### config.mk
export PLATFORM = sky130hd
export DESIGN_NAME = nvcrc_engine
export DESIGN_NICKNAME = d
export VERILOG_FILES = /design/src/rtl/nvcrc_pkg.sv /design/src/rtl/nvcrc_fetch.sv /design/src/rtl/nvcrc_pack.sv /design/src/rtl/nvcrc_accum.sv /design/src/rtl/nvcrc_engine.sv
export SDC_FILE = /design/constraint.sdc
export NUM_CORES = 1
export LEC_CHECK = 0
export ABC_AREA = 1
export BUFFER_PORTS_ARGS = -buffer_cell sky130_fd_sc_hd__buf_4
export CORE_MARGIN = 3
export CORE_UTILIZATION = 42
export CTS_CLUSTER_SIZE = 10
export DETAILED_ROUTE_END_ITERATION = 8
export GPL_ROUTABILITY_DRIVEN = 0
export MAX_ROUTING_LAYER = met4
export PLACE_DENSITY_LB_ADDON = 0.1
export SETUP_SLACK_MARGIN = 0.2
export SLEW_MARGIN = 20
export SYNTH_ARGS = -nofsm -noshare
export SYNTH_HDL_FRONTEND = slang
export SYNTH_SLANG_ARGS = --single-unit
### constraint.sdc
create_clock -name clk -period 5.2 [get_ports clk]
set_input_delay 1.04 -clock clk [delete_from_list [all_inputs] [get_ports clk]]
set_output_delay 1.04 -clock clk [all_outputs]
set_load 0.05 [all_outputs]
### src/rtl/nvcrc_pkg.sv
package nvcrc_pkg;
  localparam logic [15:0] CRC_SEED = 16'hFFFF;

  // one nibble-folded update of the running checksum with a 16-bit word
  function automatic logic [15:0] nvcrc_step(input logic [15:0] prev, input logic [15:0] word);
    logic [15:0] mix;
    logic [15:0] lo;
    logic [15:0] fold;
    mix  = prev ^ word;
    lo   = {12'h000, mix[3:0]};
    fold = {12'h000, mix[7:4] ^ mix[3:0]};
    return (prev >> 8) ^ (lo << 3) ^ (lo << 8) ^ fold ^ (fold << 7) ^ (fold << 12);
  endfunction
endpackage

### src/rtl/nvcrc_fetch.sv
module nvcrc_fetch #(
  parameter int ADDR_W = 16,
  parameter int CNT_W  = 16
) (
  input  logic              clk,
  input  logic              rst_n,
  input  logic              launch,
  input  logic [ADDR_W-1:0] base_addr,
  input  logic [CNT_W-1:0]  total,
  output logic              req_valid,
  input  logic              req_ready,
  output logic [ADDR_W-1:0] req_addr,
  input  logic              rsp_valid,
  input  logic [7:0]        rsp_data,
  output logic              byte_valid,
  output logic [7:0]        byte_data,
  output logic              byte_last
);
  logic [ADDR_W-1:0] addr_q;
  logic [CNT_W-1:0]  issue_left;
  logic [CNT_W-1:0]  recv_left;
  logic              open_q;
  logic              run_q;
  logic              take_req;
  logic              take_rsp;

  assign req_valid  = run_q && !open_q && (issue_left != '0);
  assign req_addr   = addr_q;
  assign take_req   = req_valid && req_ready;
  assign take_rsp   = rsp_valid && open_q;
  assign byte_valid = take_rsp;
  assign byte_data  = rsp_data;
  assign byte_last  = (recv_left == CNT_W'(1));

  always_ff @(posedge clk) begin
    if (!rst_n) begin
      addr_q     <= '0;
      issue_left <= '0;
      recv_left  <= '0;
      open_q     <= 1'b0;
      run_q      <= 1'b0;
    end else if (launch) begin
      addr_q     <= base_addr;
      issue_left <= total;
      recv_left  <= total;
      open_q     <= 1'b0;
      run_q      <= (total != '0);
    end else begin
      if (take_req) begin
        addr_q     <= addr_q + ADDR_W'(1);
        issue_left <= issue_left - CNT_W'(1);
        open_q     <= 1'b1;
      end
      if (take_rsp) begin
        open_q    <= 1'b0;
        recv_left <= recv_left - CNT_W'(1);
        if (byte_last) run_q <= 1'b0;
      end
    end
  end


  req_hold_chk: assert property (@(posedge clk) disable iff (!rst_n)
    (req_valid && !req_ready && !launch) |=> (req_valid && $stable(req_addr)));

  one_open_chk: assert property (@(posedge clk) disable iff (!rst_n)
    (take_req && !launch) |=> !req_valid);
endmodule

### src/rtl/nvcrc_pack.sv
module nvcrc_pack (
  input  logic        clk,
  input  logic        rst_n,
  input  logic        clear,
  input  logic        byte_valid,
  input  logic [7:0]  byte_data,
  input  logic        byte_last,
  output logic        word_valid,
  output logic [15:0] word_data,
  output logic        word_last
);
  logic [7:0] hi_q;
  logic       have_hi;

  assign word_valid = byte_valid && (have_hi || byte_last);
  assign word_data  = have_hi ? {hi_q, byte_data} : {byte_data, 8'h00};
  assign word_last  = byte_last;

  always_ff @(posedge clk) begin
    if (!rst_n || clear) begin
      hi_q    <= '0;
      have_hi <= 1'b0;
    end else if (byte_valid) begin
      if (have_hi) begin
        have_hi <= 1'b0;
      end else if (!byte_last) begin
        hi_q    <= byte_data;
        have_hi <= 1'b1;
      end
    end
  end


  pair_reset_chk: assert property (@(posedge clk) disable iff (!rst_n)
    (byte_valid && byte_last) |=> !have_hi);

  pair_fill_chk: assert property (@(posedge clk) disable iff (!rst_n)
    (byte_valid && !byte_last && !have_hi && !clear) |=> (have_hi && hi_q == $past(byte_data)));
endmodule

### src/rtl/nvcrc_accum.sv
module nvcrc_accum
  import nvcrc_pkg::*;
(
  input  logic        clk,
  input  logic        rst_n,
  input  logic        clear,
  input  logic        finish_empty,
  input  logic        word_valid,
  input  logic [15:0] word_data,
  input  logic        word_last,
  output logic [15:0] crc,
  output logic        done
);
  always_ff @(posedge clk) begin
    if (!rst_n) begin
      crc  <= CRC_SEED;
      done <= 1'b0;
    end else begin
      done <= (word_valid && word_last) || finish_empty;
      if (clear)           crc <= CRC_SEED;
      else if (word_valid) crc <= nvcrc_step(crc, word_data);
    end
  end


  done_pulse_chk: assert property (@(posedge clk) disable iff (!rst_n)
    done |=> !done);

  hold_chk: assert property (@(posedge clk) disable iff (!rst_n)
    (!word_valid && !clear) |=> $stable(crc));
endmodule

### src/rtl/nvcrc_engine.sv
module nvcrc_engine #(
  parameter int ADDR_W = 16,
  parameter int CNT_W  = ADDR_W + 1
) (
  input  logic              clk,
  input  logic              rst_n,
  input  logic              start,
  input  logic [ADDR_W-1:0] start_addr,
  input  logic [CNT_W-1:0]  byte_count,
  output logic              busy,
  output logic              done,
  output logic [15:0]       result,
  output logic              rd_req_valid,
  input  logic              rd_req_ready,
  output logic [ADDR_W-1:0] rd_req_addr,
  input  logic              rd_rsp_valid,
  input  logic [7:0]        rd_rsp_data
);
  logic        launch;
  logic        empty_run;
  logic        b_valid;
  logic [7:0]  b_data;
  logic        b_last;
  logic        w_valid;
  logic [15:0] w_data;
  logic        w_last;
  logic        busy_q;

  assign launch    = start && !busy_q;
  assign empty_run = launch && (byte_count == '0);
  assign busy      = busy_q;

  always_ff @(posedge clk) begin
    if (!rst_n)                 busy_q <= 1'b0;
    else if (launch)            busy_q <= (byte_count != '0);
    else if (w_valid && w_last) busy_q <= 1'b0;
  end

  nvcrc_fetch #(.ADDR_W(ADDR_W), .CNT_W(CNT_W)) u_fetch (
    .clk(clk), .rst_n(rst_n), .launch(launch),
    .base_addr(start_addr), .total(byte_count),
    .req_valid(rd_req_valid), .req_ready(rd_req_ready), .req_addr(rd_req_addr),
    .rsp_valid(rd_rsp_valid), .rsp_data(rd_rsp_data),
    .byte_valid(b_valid), .byte_data(b_data), .byte_last(b_last)
  );

  nvcrc_pack u_pack (
    .clk(clk), .rst_n(rst_n), .clear(launch),
    .byte_valid(b_valid), .byte_data(b_data), .byte_last(b_last),
    .word_valid(w_valid), .word_data(w_data), .word_last(w_last)
  );

  nvcrc_accum u_accum (
    .clk(clk), .rst_n(rst_n), .clear(launch), .finish_empty(empty_run),
    .word_valid(w_valid), .word_data(w_data), .word_last(w_last),
    .crc(result), .done(done)
  );


  busy_start_chk: assert property (@(posedge clk) disable iff (!rst_n)
    (busy && start && !(rd_req_valid && rd_req_ready)) |=> $stable(rd_req_addr));

  empty_run_chk: assert property (@(posedge clk) disable iff (!rst_n)
    (start && !busy && byte_count == '0) |=> (done && result == 16'hFFFF && !rd_req_valid));

  result_hold_chk: assert property (@(posedge clk) disable iff (!rst_n)
    (!busy && !start) |=> $stable(result));

  idle_quiet_chk: assert property (@(posedge clk) disable iff (!rst_n)
    !busy |-> !rd_req_valid);
endmodule

==> impl_metrics.tcl, run 1 <==
set metrics [dict create \
    outcome "complete, no violations" \
    regArea_um2 1420 \
    drv_cap 0 \
    fp-row-count 37 \
    vias 4819 \
    wirelength_mm 12.8 \
    cts-root-buf "clkbuf_8" \
    synth_cell_type_count 39 \
    ant_nets 0 \
    dpl.hpwl_mm 9.33 \
    synth.top_cells.by_area "dfxtp_1 (32%), nand2_1 (18%), nor2_1 (9.9%)" \
    io_pins 81 \
    min_path_type "flip-flop to flip-flop" \
    relSlewSlack 0.330 \
    syn2layout_area_growth_pct 18.7 \
    fmax_ghz 0.352 \
    start_util 0.434 \
    synth_edf_count 0 \
    antennaDiodeCount 0 \
    tightest_slew_ns 1.00 \
    grt_max_degree 48 \
    post-route-period-util 0.546 \
    rsz0062_at_grt "no" \
    crit_type "flip-flop to output port" \
    crit_fanout 5 \
    port_buffers 80 \
    numClockSinks 71 \
    clock_skew_ns 0.0158 \
    via_per_inst 5.10 \
    clk_path_buf_depth 2 \
    final_layout_size_suffix_gt1_frac 0.141 \
    antenna_found_initial 0 \
    p_per_area_nw_per_um2 288 \
    yosysTopAreaCellShare 0.317 \
    syn_area_per_cell_um2 6.09 \
    ctsHoldBuffers 0 \
    h-tree-depth 3 \
    numCtsBuffers 9 \
    finalSetupTns_ns 0 \
    synth_seq_area_share 0.317 \
    synth_warnings 0 \
    postCtsSetupBuffers 0 \
    fin_nets 854 \
    drt_iter0_drc 327 \
    finalPower_mw 1.53 \
    worstSkewPairLatency_ns 0.37 \
    wl_per_cell_um 13.6 \
    setup_viol 0 \
    core_um2 10300 \
    die_h_um 109 \
    start_kind "flip-flop" \
    synth_seq_cells 71 \
    first_pass_iters 5 \
    crit_required_ns 4.16 \
    drv_slew 0 \
    cts_tree "done" \
    synth_area_um2 4480 \
    multi_input_area_um2 2620 \
    grt_pass1_vias 4290 \
    async_flop_share 0 \
    cp-end-kind "output port" \
    yosysTopAreaCell "dfxtp_1" \
    p_leak_nw 2.54 \
    cts.clk_slew.worst_paths_ns 0.10 \
    syn_nets 785 \
    grt_pass1_wl_mm 20.8 \
    arrival_ns 1.80 \
    finalHoldViolations 0 \
    synth_top_flop_cell "dfxtp_1" \
    cts_resized 0 \
    drc 0 \
    num-fill-cells 1063 \
    period_needed_ns 2.84 \
    grt.overflow.total 0 \
    synthCells 735 \
    grt_use_total 0.230 \
    dieWidth_um 109 \
    vdd_ir_drop_max_uv 126 \
    die-area_um2 11900 \
]
==> placed cells by master, fill, tap and decap left out, types with 8 or more instances in the layout <==
| cell | instances |
|---|---|
| nand2_1 | 211 |
| nor2_1 | 118 |
| buf_4 | 83 |
| inv_1 | 75 |
| nand3_1 | 72 |
| dfxtp_1 | 71 |
| o21ai_0 | 56 |
| a21oi_1 | 30 |
| xor2_1 | 16 |
| clkbuf_8 | 9 |
| xnor2_1 | 8 |
==> final cells by class <==
cell class,instances,area share
Tap cell,136,0.0320
Clock buffer,9,0.0233
Timing Repair Buffer,83,0.117
Clock inverter,7,0.0118
Inverter,79,0.0560
Multi-Input combinational cell,560,0.492
Sequential cell,71,0.267
==> metrics by stage <==
stage | utilization | instance area, µm² | instances | setup WS (ns) | hold slack [ns]
floorplan | - | 4480 | 735 | 2.90 | 0.449
global placement | 0.497 | 5130 | 929 | 2.42 | 0.472
detailed placement | 0.497 | 5130 | 929 | 2.33 | 0.475
CTS | 0.515 | 5320 | 945 | 2.34 | 0.489
global route | 0.515 | 5320 | 945 | 2.18 | 0.529
finish | 0.515 | 5320 | 945 | 2.36 | 0.490
==> cells by family (layout without fill, tap and decap cells) <==
kind of cell	after synthesis	after routing	share of synthesized area
AO/OA/AOI/OAI	106	106	0.128
adder cells (fa/ha/maj)	4	4	0.0112
buffers and inverters	104	178	0.0978
AND/OR/NAND/NOR	426	426	0.399
flip-flops	71	71	0.317
XOR/XNOR	24	24	0.0469
==> critical path: stages (launching register included) <==
cell and delay, ns:
dfxtp_1 0.34, inv_1 0.15, ha_1 0.25, nand2_2 0.12, nor2_4 0.17, nand3_2 0.13, nand2_1 0.08, inv_1 0.03
buf_4 0.18
==> Yosys cell counts (all sizes together) (2+ instances only) <==
library cell / instances
clkbuf: 10
a21oi: 30
a31oi: 7
o211ai: 4
inv: 76
xnor2: 8
o21bai: 2
nand4: 5
nor3: 3
ha: 4
o21ai: 56
nand2: 214
clkinv: 3
dfxtp: 71
buf: 15
nand3: 75
xor2: 16
nor2: 124
a21o: 3
==> final timing paths <==
check	startpoint	end	slack, ns	cells after the start
worst max-delay path	u_fetch.issue_left[0]	rd_req_valid	2.36	8
worst min-delay path	u_fetch.open_q	u_fetch.open_q	0.49	2
worst max register to register	u_fetch.issue_left[0]	u_fetch.issue_left[1]	2.69	10
worst min register to register	u_fetch.open_q	u_fetch.open_q	0.49	2
==> state kept, by name, summed over array words and instances (netlist names) <==
| signal | cells |
|---|---|
| u_accum.crc | 16 |
| u_fetch.run_q | 1 |
| u_fetch.open_q | 1 |
| busy | 1 |
| u_fetch.recv_left | 17 |
| u_accum.done | 1 |
| u_fetch.req_addr | 16 |
| u_pack.have_hi | 1 |
| u_fetch.issue_left | 17 |
==> power by group <==
| part | switching (mW) | internal [mW] |
|---|---|---|
| clock network | 0.252 | 0.183 |
| logic | 0.303 | 0.159 |
| registers | 0.0495 | 0.584 |
==> routing by layer <==
layer,GRT usage,up-vias,wire length (µm),part of all wire
li1,-,2477,-,-
met1,0.316,2177,6180,0.48
met2,0.339,142,5550,0.43
met3,0.0468,23,835,0.065
met4,0.0712,0,272,0.021
met5,-,-,0,0
Note: power is estimated with default switching activity, not from simulation.
==> run 2: changes to the inputs <==
clock period = 2.94 ns   (was 5.2 ns; I/O delays follow)
==> run 2 against run 1 <==
Compared with the run above:
- critical path type unchanged
- sequential cell count unchanged
- via count shrank 0.75%
- largest power group unchanged
- critical path depth unchanged
- critical endpoint unchanged
==> impl_metrics.tcl, run 2 (synthesis gave the netlist of run 1 again) <==
set metrics [dict create \
    outcome "complete, no violations" \
    cts_tree "done" \
    start_kind "flip-flop" \
    hold_ws_ns 0.489 \
    postCtsSetupBuffers 0 \
    grt_use_total 0.239 \
    drc 0 \
    cts-root-buf "clkbuf_8" \
    setup_slack_ns 0.610 \
    fmax_ghz 0.429 \
    dpl.cell_count 933 \
    clk_path_buf_depth 2 \
    syn2layout_area_growth_pct 20.2 \
    finalSetupTns_ns 0 \
    min_path_type "flip-flop to flip-flop" \
    antenna_found_initial 0 \
    dieWidth_um 109 \
    rsz0062_at_grt "no" \
    arrival_ns 1.74 \
    p_per_area_nw_per_um2 531 \
    fp-row-count 37 \
    numClockSinks 71 \
    crit_required_ns 2.35 \
    grt_max_degree 40 \
    reg_top3 "u_fetch.issue_left: 17 flops, u_fetch.recv_left: 17 flops" \
    cts.clk_slew.worst_paths_ns 0.08 \
    die_h_um 109 \
    cp-end-kind "output port" \
    tightest_slew_ns 0.496 \
    cts_resized 0 \
    wirelength_mm 13.3 \
    crit_type "flip-flop to output port" \
    port_buffers 80 \
    fin_nets 858 \
    grt_pass1_vias 4418 \
    drv_cap 0 \
    h-tree-depth 3 \
    io_pins 81 \
    grt_pass1_wl_mm 21.8 \
    instances_no_fill 948 \
    vias 4783 \
    ant_nets 0 \
    worstSkewPairLatency_ns 0.36 \
    num-fill-cells 1074 \
    dpl.hpwl_mm 9.70 \
    drv_slew 0 \
    grt.overflow.total 0 \
    first_pass_iters 5 \
    period_needed_ns 2.33 \
    clock_skew_ns 0.00932 \
    crit_fanout 5 \
    via_per_inst 5.05 \
    ctsHoldBuffers 0 \
    wl_per_cell_um 14.0 \
    vdd_ir_drop_max_uv 257 \
    finalHoldViolations 0 \
    post_dp_cell_area_um2 5160 \
    design_area_um2 5380 \
    relSlewSlack 0.667 \
    setup_viol 0 \
    post-route-period-util 0.793 \
    final_layout_size_suffix_gt1_frac 0.144 \
    cp-startpoint "u_fetch.issue_left[0]" \
    place_ws_ns 0.694 \
    drt_iter0_drc 320 \
    p_leak_nw 2.58 \
    hold_start "u_fetch.open_q" \
    r2r_start "u_fetch.issue_left[0]" \
    final_cell_mix "nand2_1 (211), nor2_1 (118), buf_4 (87)" \
    start_util 0.434 \
    core_um2 10300 \
    antennaDiodeCount 0 \
    numCtsBuffers 9 \
    final_common_cell "nand2_1" \
    die-area_um2 11900 \
]
[run 2: cell types whose count changed in the layout (fill, tap and decap cells not counted), sizes merged]
| cell | previous run | this run |
|---|---|---|
| buf | 83 | 87 |
| inv | 80 | 76 |
| bufinv | 0 | 2 |
| clkbuf | 9 | 10 |
[run 2: worst max-delay path, stage by stage, from the launching register on]
cell	delay, ns
dfxtp_1	0.34
inv_1	0.13
ha_1	0.24
nand2_2	0.11
nor2_4	0.16
nand3_2	0.10
nand2_1	0.07
inv_1	0.04
buf_4	0.18
[run 2: area by class of cell]
cell class	count	area, µm²	share of cell area
Multi-Input combinational cell	560	2620	0.487
Sequential cell	71	1420	0.264
Clock buffer	10	138	0.0256
Timing Repair Buffer	87	653	0.121
Inverter	79	298	0.0553
Tap cell	136	170	0.0316
Clock inverter	5	82.6	0.0153
[run 2: report_power, final]
part / total [mW] / leakage, nW / internal (mW) / switching (mW)
sequential: 1.12 / 0.583 / 1.03 / 0.0883
clock: 0.905 / 0.101 / 0.496 / 0.409
combinational: 0.830 / 1.90 / 0.286 / 0.544
total: 2.86 / 2.58 / 1.82 / 1.04
[run 2: final timing paths]
check                             end  slack (ns)  depth (start not counted)
setup / recovery         rd_req_valid        0.61                          8
hold / removal         u_fetch.open_q        0.49                          2
setup reg to reg  u_fetch.req_addr[9]        0.64                         10
hold reg to reg        u_fetch.open_q        0.49                          2
[run 2: through the flow]
step	power, mW	utilization
2_1_floorplan	1.73	-
3_3_place_gp	1.95	0.500
3_5_place_dp	1.96	0.500
4_1_cts	2.87	0.521
5_1_grt	3.04	0.521
6_report	2.86	0.521
[run 2: layer usage]
layer | global-route usage | share of wire | vias to the layer above
met1 | 0.333 | 0.48 | 2128
met2 | 0.350 | 0.43 | 149
met4 | 0.0766 | 0.019 | 0
met3 | 0.0462 | 0.066 | 19
met5 | - | 0 | -
li1 | - | - | 2487
==> run 3: changes to the inputs <==
clock period = 2.2 ns   (was 2.94 ns; I/O delays follow)
==> run 3 against run 2 <==
Compared with the run above:
- worst setup slack got worse by 0.37 ns
- design area increased by 1.7%
- first-iteration DRC count decreased by 3.4%
- power increased by 34%
- via count increased by 2.2%
- sequential share of layout area decreased by 0.42 points
- sequential cell count unchanged
- routed wire length increased by 0.69%
- combinational power increased by 37%
- critical path type unchanged
- critical endpoint unchanged
- highest routed layer unchanged
==> impl_metrics.tcl, run 3 (synthesis gave the netlist of run 1 again) <==
set metrics [dict create \
    min_path_type "input pin to flip-flop" \
    die_h_um 109 \
    final_cell_mix "nand2_1 (210), nor2_1 (115), buf_4 (96)" \
    crit_fanout 4 \
    cts.clk_slew.worst_paths_ns 0.08 \
    drv_cap 0 \
    antennaDiodeCount 0 \
    core_um2 10300 \
    cts-root-buf "clkbuf_8" \
    grt_max_degree 29 \
    ant_nets 0 \
    crit_required_ns 1.76 \
    slowest_delay_ns 0.34 \
    grt_use_total 0.240 \
    port_buffers 80 \
    r2r_start "u_fetch.recv_left[1]" \
    drv_slew 0 \
    final_common_cell "nand2_1" \
    start_util 0.434 \
    post-route-period-util 0.891 \
    numClockSinks 71 \
    hold_start "start_addr[7]" \
    via_per_inst 5.11 \
    grt_pass1_wl_mm 22.1 \
    fin_nets 867 \
    worstSkewPairLatency_ns 0.35 \
    grt.overflow.total 0 \
    utilization 0.530 \
    cp_common_cell "nand2_2" \
    rsz0062_at_grt "yes" \
    cp-end-kind "output port" \
    fmax_ghz 0.510 \
    finalHoldViolations 0 \
    finalSetupTns_ns 0 \
    relSlewSlack 0.659 \
    vias 4886 \
    numCtsBuffers 9 \
    p_leak_nw 2.63 \
    dieWidth_um 109 \
    arrival_ns 1.52 \
    crit_slowest_cell "dfxtp_1" \
    die-area_um2 11900 \
    fp-row-count 37 \
    wirelength_mm 13.4 \
    clk_path_buf_depth 2 \
    first_pass_iters 5 \
    h-tree-depth 3 \
    setup_slack_ns 0.239 \
    place_ws_ns 0.207 \
    ctsHoldBuffers 0 \
    cp_num_buf_inv 3 \
    cp_cell_sequence "inv_2, ha_4, nand2_2, nor2_4, nand3_2, nand2_2, inv_1, buf_4" \
    hold_ws_ns 0.408 \
    drc 0 \
    p_per_area_nw_per_um2 701 \
    antenna_found_initial 0 \
    grt_pass1_vias 4474 \
    start_kind "flip-flop" \
    cp-startpoint "u_fetch.issue_left[0]" \
    wl_per_cell_um 14.0 \
    critPathTopFamily "simple AND/OR/NAND/NOR gates" \
    cts_tree "done" \
    clock_skew_ns 0.00941 \
    vdd_ir_drop_max_uv 364 \
    syn2layout_area_growth_pct 22.2 \
    outcome "complete, no violations" \
    setup_viol 0 \
    dpl.hpwl_mm 9.84 \
    final_layout_size_suffix_gt1_frac 0.162 \
    crit_type "flip-flop to output port" \
    reg_top3 "u_fetch.issue_left: 17 flops, u_fetch.recv_left: 17 flops" \
    io_pins 81 \
    tightest_slew_ns 0.507 \
    period_needed_ns 1.96 \
    drt_iter0_drc 309 \
]
[run 3: cell count changes in the layout (fill, tap and decap cells not counted), moves of 2 or more]
cell	delta
nor2_2	+3
buf_4	+9
clkinvlp_4	-2
nor2_1	-3
[run 3: per-layer routing]
layer / share of wire / GRT usage / vias to the layer above / wire [µm]
li1: - / - / 2502 / -
met1: 0.48 / 0.344 / 2219 / 6470
met2: 0.44 / 0.353 / 152 / 5830
met3: 0.066 / 0.0361 / 13 / 886
met4: 0.012 / 0.0623 / 0 / 165
met5: 0 / - / - / 0
[run 3: worst min-delay path: stages]
cell and delay (ns):
buf_4 0.07, nand2_1 0.04, nand2_1 0.05, nor2_1 0.04, nor2_1 0.08
[run 3: cell type report]
class	count	area (µm²)
clock buffer	10	138
tap	136	170
sequential	71	1420
fill	1083	4850
timing repair buffer	96	721
clock inverter	5	81.3
multi-input combinational	560	2640
inverter	79	299
[run 3: worst paths after layout]
kind / slack [ns] / cells after the start / to
max reg2reg: 0.43 / 11 / u_accum.crc[3]
max: 0.24 / 8 / rd_req_valid
min: 0.41 / 5 / u_fetch.req_addr[7]
min reg2reg: 0.49 / 2 / u_fetch.open_q
[run 3: power breakdown]
part,switching [mW],internal (mW),leakage (nW),total [mW]
combinational,0.734,0.409,1.94,1.14
clock,0.524,0.666,0.109,1.19
sequential,0.120,1.38,0.583,1.50
total,1.38,2.46,2.63,3.83
[run 3: timing repair]
item	in CTS	in global routing
gates resized for setup	5	4
pin swaps	1	1
setup buffers	2	1
setup endpoints to repair	11	16
[run 3: stage by stage]
step | power [mW] | area (µm²) | cells
3_5_place_dp | 2.63 | 5210 | 939
2_1_floorplan | 2.31 | 4480 | 735
4_1_cts | 3.83 | 5460 | 956
6_report | 3.83 | 5470 | 957
5_1_grt | 4.07 | 5470 | 957
3_3_place_gp | 2.62 | 5210 | 939
